<file path="config.mk">
export PLATFORM = sky130hd
export DESIGN_NAME = aal5_cell_segmenter
export DESIGN_NICKNAME = d
export VERILOG_FILES = /design/src/rtl/seg_pkg.sv /design/src/rtl/seg_unpack.sv /design/src/rtl/seg_framer.sv /design/src/rtl/seg_cell_fifo.sv /design/src/rtl/aal5_cell_segmenter.sv
export SDC_FILE = /design/constraint.sdc
export NUM_CORES = 2
export LEC_CHECK = 0
export ABC_CLOCK_PERIOD_IN_PS = 25400
export BUFFER_PORTS_ARGS = -buffer_cell sky130_fd_sc_hd__buf_2
export CAP_MARGIN = 15
export CORE_MARGIN = 2
export CORE_UTILIZATION = 45
export DETAILED_ROUTE_END_ITERATION = 6
export GPL_TIMING_DRIVEN = 1
export HOLD_SLACK_MARGIN = 0.1
export PLACE_DENSITY = 0.58
export SLEW_MARGIN = 10
export SYNTH_ARGS = -nofsm -noshare
export SYNTH_HDL_FRONTEND = slang
export SYNTH_SLANG_ARGS = --single-unit
export TNS_END_PERCENT = 10
</file>
<file path="constraint.sdc">
create_clock -name clk -period 25.4 [get_ports clk]
set_clock_uncertainty 0.2 [all_clocks]
set_input_delay 0 -clock clk [delete_from_list [all_inputs] [get_ports clk]]
set_output_delay 0 -clock clk [all_outputs]
set_load 0.005 [all_outputs]
</file>
<file path="src/rtl/seg_pkg.sv">
package seg_pkg;
  localparam int CELL_BYTES = 48;
  localparam int TRAIL_BYTES = 8;
  localparam int IDX_W = $clog2(CELL_BYTES);
  localparam int TRAIL_POS = CELL_BYTES - TRAIL_BYTES;
  localparam logic [31:0] CRC_POLY = 32'h04C1_1DB7;

  typedef enum logic [1:0] {PH_DATA, PH_PAD, PH_TRAIL} phase_t;

  // One byte of MSB-first CRC-32 update.
  function automatic logic [31:0] crc_step(input logic [31:0] c, input logic [7:0] b);
    logic [31:0] r;
    logic fb;
    r = c;
    for (int i = 7; i >= 0; i--) begin
      fb = r[31] ^ b[i];
      r = {r[30:0], 1'b0} ^ (fb ? CRC_POLY : 32'h0);
    end
    return r;
  endfunction

  // Last lane of a word from its start lane and count.
  function automatic logic [1:0] end_lane(input logic [1:0] off, input logic [2:0] cnt);
    logic [2:0] s;
    s = {1'b0, off} + cnt - 3'd1;
    return s[1:0];
  endfunction
endpackage

</file>
<file path="src/rtl/seg_unpack.sv">
module seg_unpack
  import seg_pkg::*;
(
  input  logic        clk,
  input  logic        rst_n,
  input  logic        in_valid,
  input  logic [31:0] in_data,
  input  logic [1:0]  in_offset,
  input  logic [2:0]  in_count,
  input  logic        in_eop,
  input  logic        space,
  input  logic        take,
  output logic        in_ready,
  output logic        b_valid,
  output logic [7:0]  b_data,
  output logic        b_last
);
  logic        held;
  logic [31:0] word_q;
  logic [1:0]  lane_q, stop_q;
  logic        eop_q;

  assign in_ready = !held && space;
  assign b_valid  = held;
  assign b_data   = word_q[{lane_q, 3'b000} +: 8];
  assign b_last   = held && eop_q && (lane_q == stop_q);

  always_ff @(posedge clk) begin
    if (!rst_n) begin
      held   <= 1'b0;
      word_q <= '0;
      lane_q <= '0;
      stop_q <= '0;
      eop_q  <= 1'b0;
    end else if (in_valid && in_ready) begin
      held   <= 1'b1;
      word_q <= in_data;
      lane_q <= in_offset;
      stop_q <= end_lane(in_offset, in_count);
      eop_q  <= in_eop;
    end else if (held && take) begin
      if (lane_q == stop_q) held <= 1'b0;
      else lane_q <= lane_q + 2'd1;
    end
  end
endmodule

</file>
<file path="src/rtl/seg_framer.sv">
module seg_framer
  import seg_pkg::*;
(
  input  logic             clk,
  input  logic             rst_n,
  input  logic             b_valid,
  input  logic [7:0]       b_data,
  input  logic             b_last,
  input  logic             space,
  output logic             take,
  output logic             wr_en,
  output logic [7:0]       wr_data,
  output logic [IDX_W-1:0] wr_idx,
  output logic             wr_eom,
  output logic             pad_wr,
  output logic             trail_start
);
  localparam logic [IDX_W-1:0] LAST_IDX = IDX_W'(CELL_BYTES - 1);
  localparam logic [IDX_W-1:0] TPOS = IDX_W'(TRAIL_POS);

  phase_t           ph;
  logic [IDX_W-1:0] pos, pos_nx;
  logic [15:0]      len;
  logic [31:0]      crc;
  logic [2:0]       tidx;
  logic             crc_en;

  assign pos_nx = (pos == LAST_IDX) ? '0 : pos + 1'b1;
  assign tidx   = 3'(pos - TPOS);
  assign take   = (ph == PH_DATA) && space;
  assign wr_en  = space && ((ph != PH_DATA) || b_valid);
  assign wr_idx = pos;
  assign pad_wr = wr_en && (ph == PH_PAD);
  assign trail_start = wr_en && (ph == PH_TRAIL) && (tidx == 3'd0);
  assign wr_eom = wr_en && (ph == PH_TRAIL) && (pos == LAST_IDX);
  assign crc_en = !((ph == PH_TRAIL) && tidx[2]);

  always_comb begin
    wr_data = 8'h00;
    case (ph)
      PH_DATA: wr_data = b_data;
      PH_TRAIL: begin
        case (tidx)
          3'd2: wr_data = len[15:8];
          3'd3: wr_data = len[7:0];
          3'd4: wr_data = ~crc[31:24];
          3'd5: wr_data = ~crc[23:16];
          3'd6: wr_data = ~crc[15:8];
          3'd7: wr_data = ~crc[7:0];
          default: wr_data = 8'h00;
        endcase
      end
      default: wr_data = 8'h00;
    endcase
  end

  always_ff @(posedge clk) begin
    if (!rst_n) begin
      ph  <= PH_DATA;
      pos <= '0;
      len <= '0;
      crc <= '1;
    end else if (wr_en) begin
      pos <= pos_nx;
      if (crc_en) crc <= crc_step(crc, wr_data);
      case (ph)
        PH_DATA: begin
          len <= len + 16'd1;
          if (b_last) ph <= (pos_nx == TPOS) ? PH_TRAIL : PH_PAD;
        end
        PH_PAD: if (pos_nx == TPOS) ph <= PH_TRAIL;
        default: if (pos == LAST_IDX) begin
          ph  <= PH_DATA;
          len <= '0;
          crc <= '1;
        end
      endcase
    end
  end
endmodule

</file>
<file path="src/rtl/seg_cell_fifo.sv">
module seg_cell_fifo
  import seg_pkg::*;
#(
  parameter int DEPTH = 8
) (
  input  logic             clk,
  input  logic             rst_n,
  input  logic             wr_en,
  input  logic [7:0]       wr_data,
  input  logic [IDX_W-1:0] wr_idx,
  input  logic             wr_eom,
  input  logic             out_ready,
  output logic             space,
  output logic             out_valid,
  output logic [7:0]       out_data,
  output logic             out_first,
  output logic             out_eom
);
  localparam int PTR_W  = (DEPTH > 1) ? $clog2(DEPTH) : 1;
  localparam int CNT_W  = $clog2(DEPTH + 1);
  localparam int ADDR_W = $clog2(DEPTH * CELL_BYTES);
  localparam logic [IDX_W-1:0] LAST_IDX = IDX_W'(CELL_BYTES - 1);

  logic [7:0]       mem [DEPTH*CELL_BYTES];
  logic             eom_q [DEPTH];
  logic [PTR_W-1:0] wcell, rcell;
  logic [IDX_W-1:0] ridx;
  logic [CNT_W-1:0] cnt;
  logic [ADDR_W-1:0] waddr, raddr;
  logic             commit, pop;

  function automatic logic [PTR_W-1:0] ptr_inc(input logic [PTR_W-1:0] p);
    return (int'(p) == DEPTH - 1) ? '0 : p + 1'b1;
  endfunction

  assign waddr     = ADDR_W'(int'(wcell) * CELL_BYTES + int'(wr_idx));
  assign raddr     = ADDR_W'(int'(rcell) * CELL_BYTES + int'(ridx));
  assign space     = int'(cnt) < DEPTH;
  assign out_valid = cnt != '0;
  assign out_data  = mem[raddr];
  assign out_first = ridx == '0;
  assign out_eom   = eom_q[rcell];
  assign commit    = wr_en && space && (wr_idx == LAST_IDX);
  assign pop       = out_valid && out_ready && (ridx == LAST_IDX);

  always_ff @(posedge clk) begin
    if (wr_en && space) mem[waddr] <= wr_data;
    if (commit) eom_q[wcell] <= wr_eom;
  end

  always_ff @(posedge clk) begin
    if (!rst_n) begin
      wcell <= '0;
      rcell <= '0;
      ridx  <= '0;
      cnt   <= '0;
    end else begin
      if (commit) wcell <= ptr_inc(wcell);
      if (out_valid && out_ready) ridx <= (ridx == LAST_IDX) ? '0 : ridx + 1'b1;
      if (pop) rcell <= ptr_inc(rcell);
      cnt <= cnt + CNT_W'(commit) - CNT_W'(pop);
    end
  end
endmodule

</file>
<file path="src/rtl/aal5_cell_segmenter.sv">
module aal5_cell_segmenter
  import seg_pkg::*;
#(
  parameter int DEPTH = 8
) (
  input  logic        clk,
  input  logic        rst_n,
  input  logic        in_valid,
  output logic        in_ready,
  input  logic [31:0] in_data,
  input  logic [1:0]  in_offset,
  input  logic [2:0]  in_count,
  input  logic        in_eop,
  output logic        out_valid,
  input  logic        out_ready,
  output logic [7:0]  out_data,
  output logic        out_first,
  output logic        out_eom
);
  logic             fifo_space, take, b_valid, b_last;
  logic [7:0]       b_data, wr_data;
  logic             wr_en, wr_eom, pad_wr, trail_start;
  logic [IDX_W-1:0] wr_idx;

  seg_unpack u_unpack (
    .clk(clk), .rst_n(rst_n), .in_valid(in_valid), .in_data(in_data),
    .in_offset(in_offset), .in_count(in_count), .in_eop(in_eop),
    .space(fifo_space), .take(take), .in_ready(in_ready),
    .b_valid(b_valid), .b_data(b_data), .b_last(b_last)
  );

  seg_framer u_framer (
    .clk(clk), .rst_n(rst_n), .b_valid(b_valid), .b_data(b_data),
    .b_last(b_last), .space(fifo_space), .take(take), .wr_en(wr_en),
    .wr_data(wr_data), .wr_idx(wr_idx), .wr_eom(wr_eom),
    .pad_wr(pad_wr), .trail_start(trail_start)
  );

  seg_cell_fifo #(.DEPTH(DEPTH)) u_fifo (
    .clk(clk), .rst_n(rst_n), .wr_en(wr_en), .wr_data(wr_data),
    .wr_idx(wr_idx), .wr_eom(wr_eom), .out_ready(out_ready),
    .space(fifo_space), .out_valid(out_valid), .out_data(out_data),
    .out_first(out_first), .out_eom(out_eom)
  );
endmodule

</file>
==> out/summary.txt <==
DIE HEIGHT - 533 um
Placed Cells - 9601
hold wc startpoint - u_framer.crc[23]
Crit path largest cell delay - 830 ps
total of warnings raised by yosys - 0
Area Growth Syn to Fin - 13.3%
Post-CTS Resized - 0
Final Hold Viols - 0
FF-to-FF End - u_fifo.mem[18][2]
Global Route Usage Sum - 0.230
top_reg_cell synth - edfxtp_1
combinational share of power - 0.062
CP Class - register to primary output
Psw - 2.50 mW
Starting DRT DRC Count - 6684
first-pass GRT wire length - 470000 um
pwr/cell area - 81.4 nW/um^2
vias post-DR - 62147
Setup-failing EPs final - 0
clk root buf - clkbuf_16
vias in the first global route - 63080
dpl hpwl - 186000 um
Die ar. - 284000 um^2
Crit. End Element - primary output
post-synthesis cell count - 6077
I/O pin count - 54
sequential cell area fraction in the yosys report - 0.753
Lkg Pwr - 44.1 nW
DP Worst Slack - 18430 ps
Worst-Skew Late Latency - 860 ps
GR Overflow Total - 0
CTS tree - built
final net count - 6448
RSZ-0062 raised after global routing - false
Max Slew Vio Count - 0
relative max-transition margin - 0.0565
setup bufs post-CTS - 0
Longest Clk Path Bufs - 4
EDFF count, synth - 3080
Setup TNS - 0 ps
Syn Nets - 6153
router iterations before antenna repair - 6
CTS clk-pin slew, worst paths - 60 ps
clock sinks - 3193
Worst Path Required - 25200 ps
flop2flop setup slack - 19680 ps
Final GP Congestion - 0.807
mapped cell area - 126000 um^2
P_int - 9.10 mW
DRC violations left - 0
CTS Buf Count - 336
final cycle utilization of the critical path - 0.306
DP Area - 130000 um^2
post-synthesis sequential element count - 3193
critical path fanouts, max - 92
cell mode on critical path - buf_4
Hold EP - u_framer.crc[23]
FFs w/ async S/R, synth - 0
wire per inst - 31.8 um
crit-path cells - buf_12 > buf_4 > buf_4 > buf_4 > mux4_2 > mux2i_1 > a32o_1 > nor3_1 > a31oi_1 > a32oi_1 > o21ai_0 > o21ai_1 > buf_2
WHS Path Cells - 2
CTS H-tree depth - 5
commonest non-fill, non-tap cell in the layout - edfxtp_1
number of I/O port buffers - 52
status - finished clean
non-filler cells, final - 10345
r2r startpoint - u_framer.wr_idx[1]
Switching Fraction - 0.216
Max Cap Violations - 0
maximum vdd drop - 0.0000631 V
fin worst setup slack - 17630 ps
Hold WS - 315 ps
antenna violations before repair - 11
Starting Density - 0.451
post-route ant nets - 0
Tmin final - 7770 ps
Die X - 533 um
CTS Hold Bufs - 156
core area - 279000 um^2
Clk network pwr share - 0.417
Peak Freq - 129 MHz
# rows - 194
Worst path slowest cell - dfxtp_4
hold crit path type - register to register
DRT Wirelength - 329000 um
Startpoint Class - register
worst slew pin tran - 1420 ps
largest net degree at the start of global routing - 209
design area - 143000 um^2
vias per cell - 6.01
Mapped Avg Cell Area - 20.7 um^2
layout cells sized above 1 - 0.234
sequential group share of total power - 0.521
CP arrival - 7570 ps
most frequent cells in the layout - edfxtp_1 (3080), mux4_2 (860), nor2_1 (435)
length in cells of the worst reg-to-reg path - 7
synth unique cells - 85
per-layer routing:
metal / vias to the layer above / global-route usage / share of wire
li1: 25587 / - / -
met1: 33677 / 0.323 / 0.41
met2: 2344 / 0.369 / 0.48
met3: 535 / 0.0385 / 0.067
met4: 4 / 0.0764 / 0.035
met5: - / 0 / 0.000070
power groups by stage:
stage / registers [mW] / clock network (mW) / logic [mW]
3_3_place_gp: 6.15 / 0 / 0.668
5_1_grt: 6.05 / 5.10 / 0.776
3_5_place_dp: 6.16 / 0 / 0.699
6_report: 6.05 / 4.83 / 0.720
4_1_cts: 6.04 / 4.90 / 0.722
2_1_floorplan: 6.25 / 0 / 0.443
registers in the layout, summed over array words and instances (netlist names), 3 cells and up, named ones only:
register / cells
u_fifo.ridx: 6
u_fifo.eom_q: 8
u_framer.len: 16
u_fifo.wcell: 3
u_framer.wr_idx: 6
u_unpack.word_q: 32
u_fifo.cnt: 4
u_fifo.rcell: 3
u_framer.crc: 32
u_fifo.mem: 3072
worst max-delay path: cells and delay by family (launching register included):
kind            cells  cell delay, ps
buf+inv             5            2810
compound gates      5            1920
mux                 2             840
flops               1             830
simple gates        1              50
per-stage QoR:
| step | total power, mW | util |
|---|---|---|
| floorplan | 6.69 | - |
| global placement | 6.82 | 0.468 |
| detailed placement | 6.85 | 0.468 |
| CTS | 11.7 | 0.511 |
| global route | 11.9 | 0.512 |
| finish | 11.6 | 0.512 |
synthesized netlist by cell type, types with 28 or more instances:
library cell | n | area [um^2]
and2_1 | 28 | 175
buf_2 | 113 | 566
nand2_1 | 362 | 1360
buf_1 | 42 | 158
xnor2_1 | 46 | 403
edfxtp_1 | 3080 | 92500
nand3_1 | 48 | 240
mux4_2 | 860 | 19400
a21oi_1 | 46 | 230
inv_1 | 33 | 124
dfxtp_1 | 113 | 2260
a32oi_1 | 73 | 639
clkbuf_1 | 178 | 668
a21boi_0 | 41 | 308
ha_1 | 29 | 363
nor2_1 | 441 | 1660
a22oi_1 | 34 | 255
mux2i_1 | 125 | 1250
cell type report:
type	instances	area [um^2]
Clock inverter	178	1820
Clock buffer	406	8850
Sequential cell	3193	94800
Inverter	36	165
Fill cell	22086	136000
Tap cell	3724	4660
Timing Repair Buffer	323	2840
Multi-Input combinational cell	2482	29400
Antenna cell	3	7.51
cells by family (layout without fill, tap and decap cells):
logic type | count (synthesis) | after routing | synth area share
adders and majority gates | 34 | 34 | 0.00368
muxes | 989 | 989 | 0.164
xor gates and xnor gates | 97 | 97 | 0.00917
DFF | 3193 | 3193 | 0.753
buffers and inverters | 402 | 943 | 0.0144
AOI/OAI and AO/OA | 372 | 372 | 0.0222
and+or+nand+nor | 990 | 990 | 0.0328
other | 0 | 3 | 0
worst max path at each step:
stage	start	to	slack [ps]	cells past startpoint
3_3_place_gp	u_fifo.ridx[1]	out_data[7]	18500	13
4_1_cts	u_fifo.ridx[1]	out_data[7]	17510	13
6_report	u_fifo.ridx[1]	out_data[7]	17630	13
2_1_floorplan	u_framer.wr_idx[0]	u_fifo.mem[0][3]	11490	7
5_1_grt	u_fifo.ridx[1]	out_data[7]	17210	13
3_5_place_dp	u_fifo.ridx[1]	out_data[7]	18430	13
No activity file was read; power rests on OpenSTA's default activity.
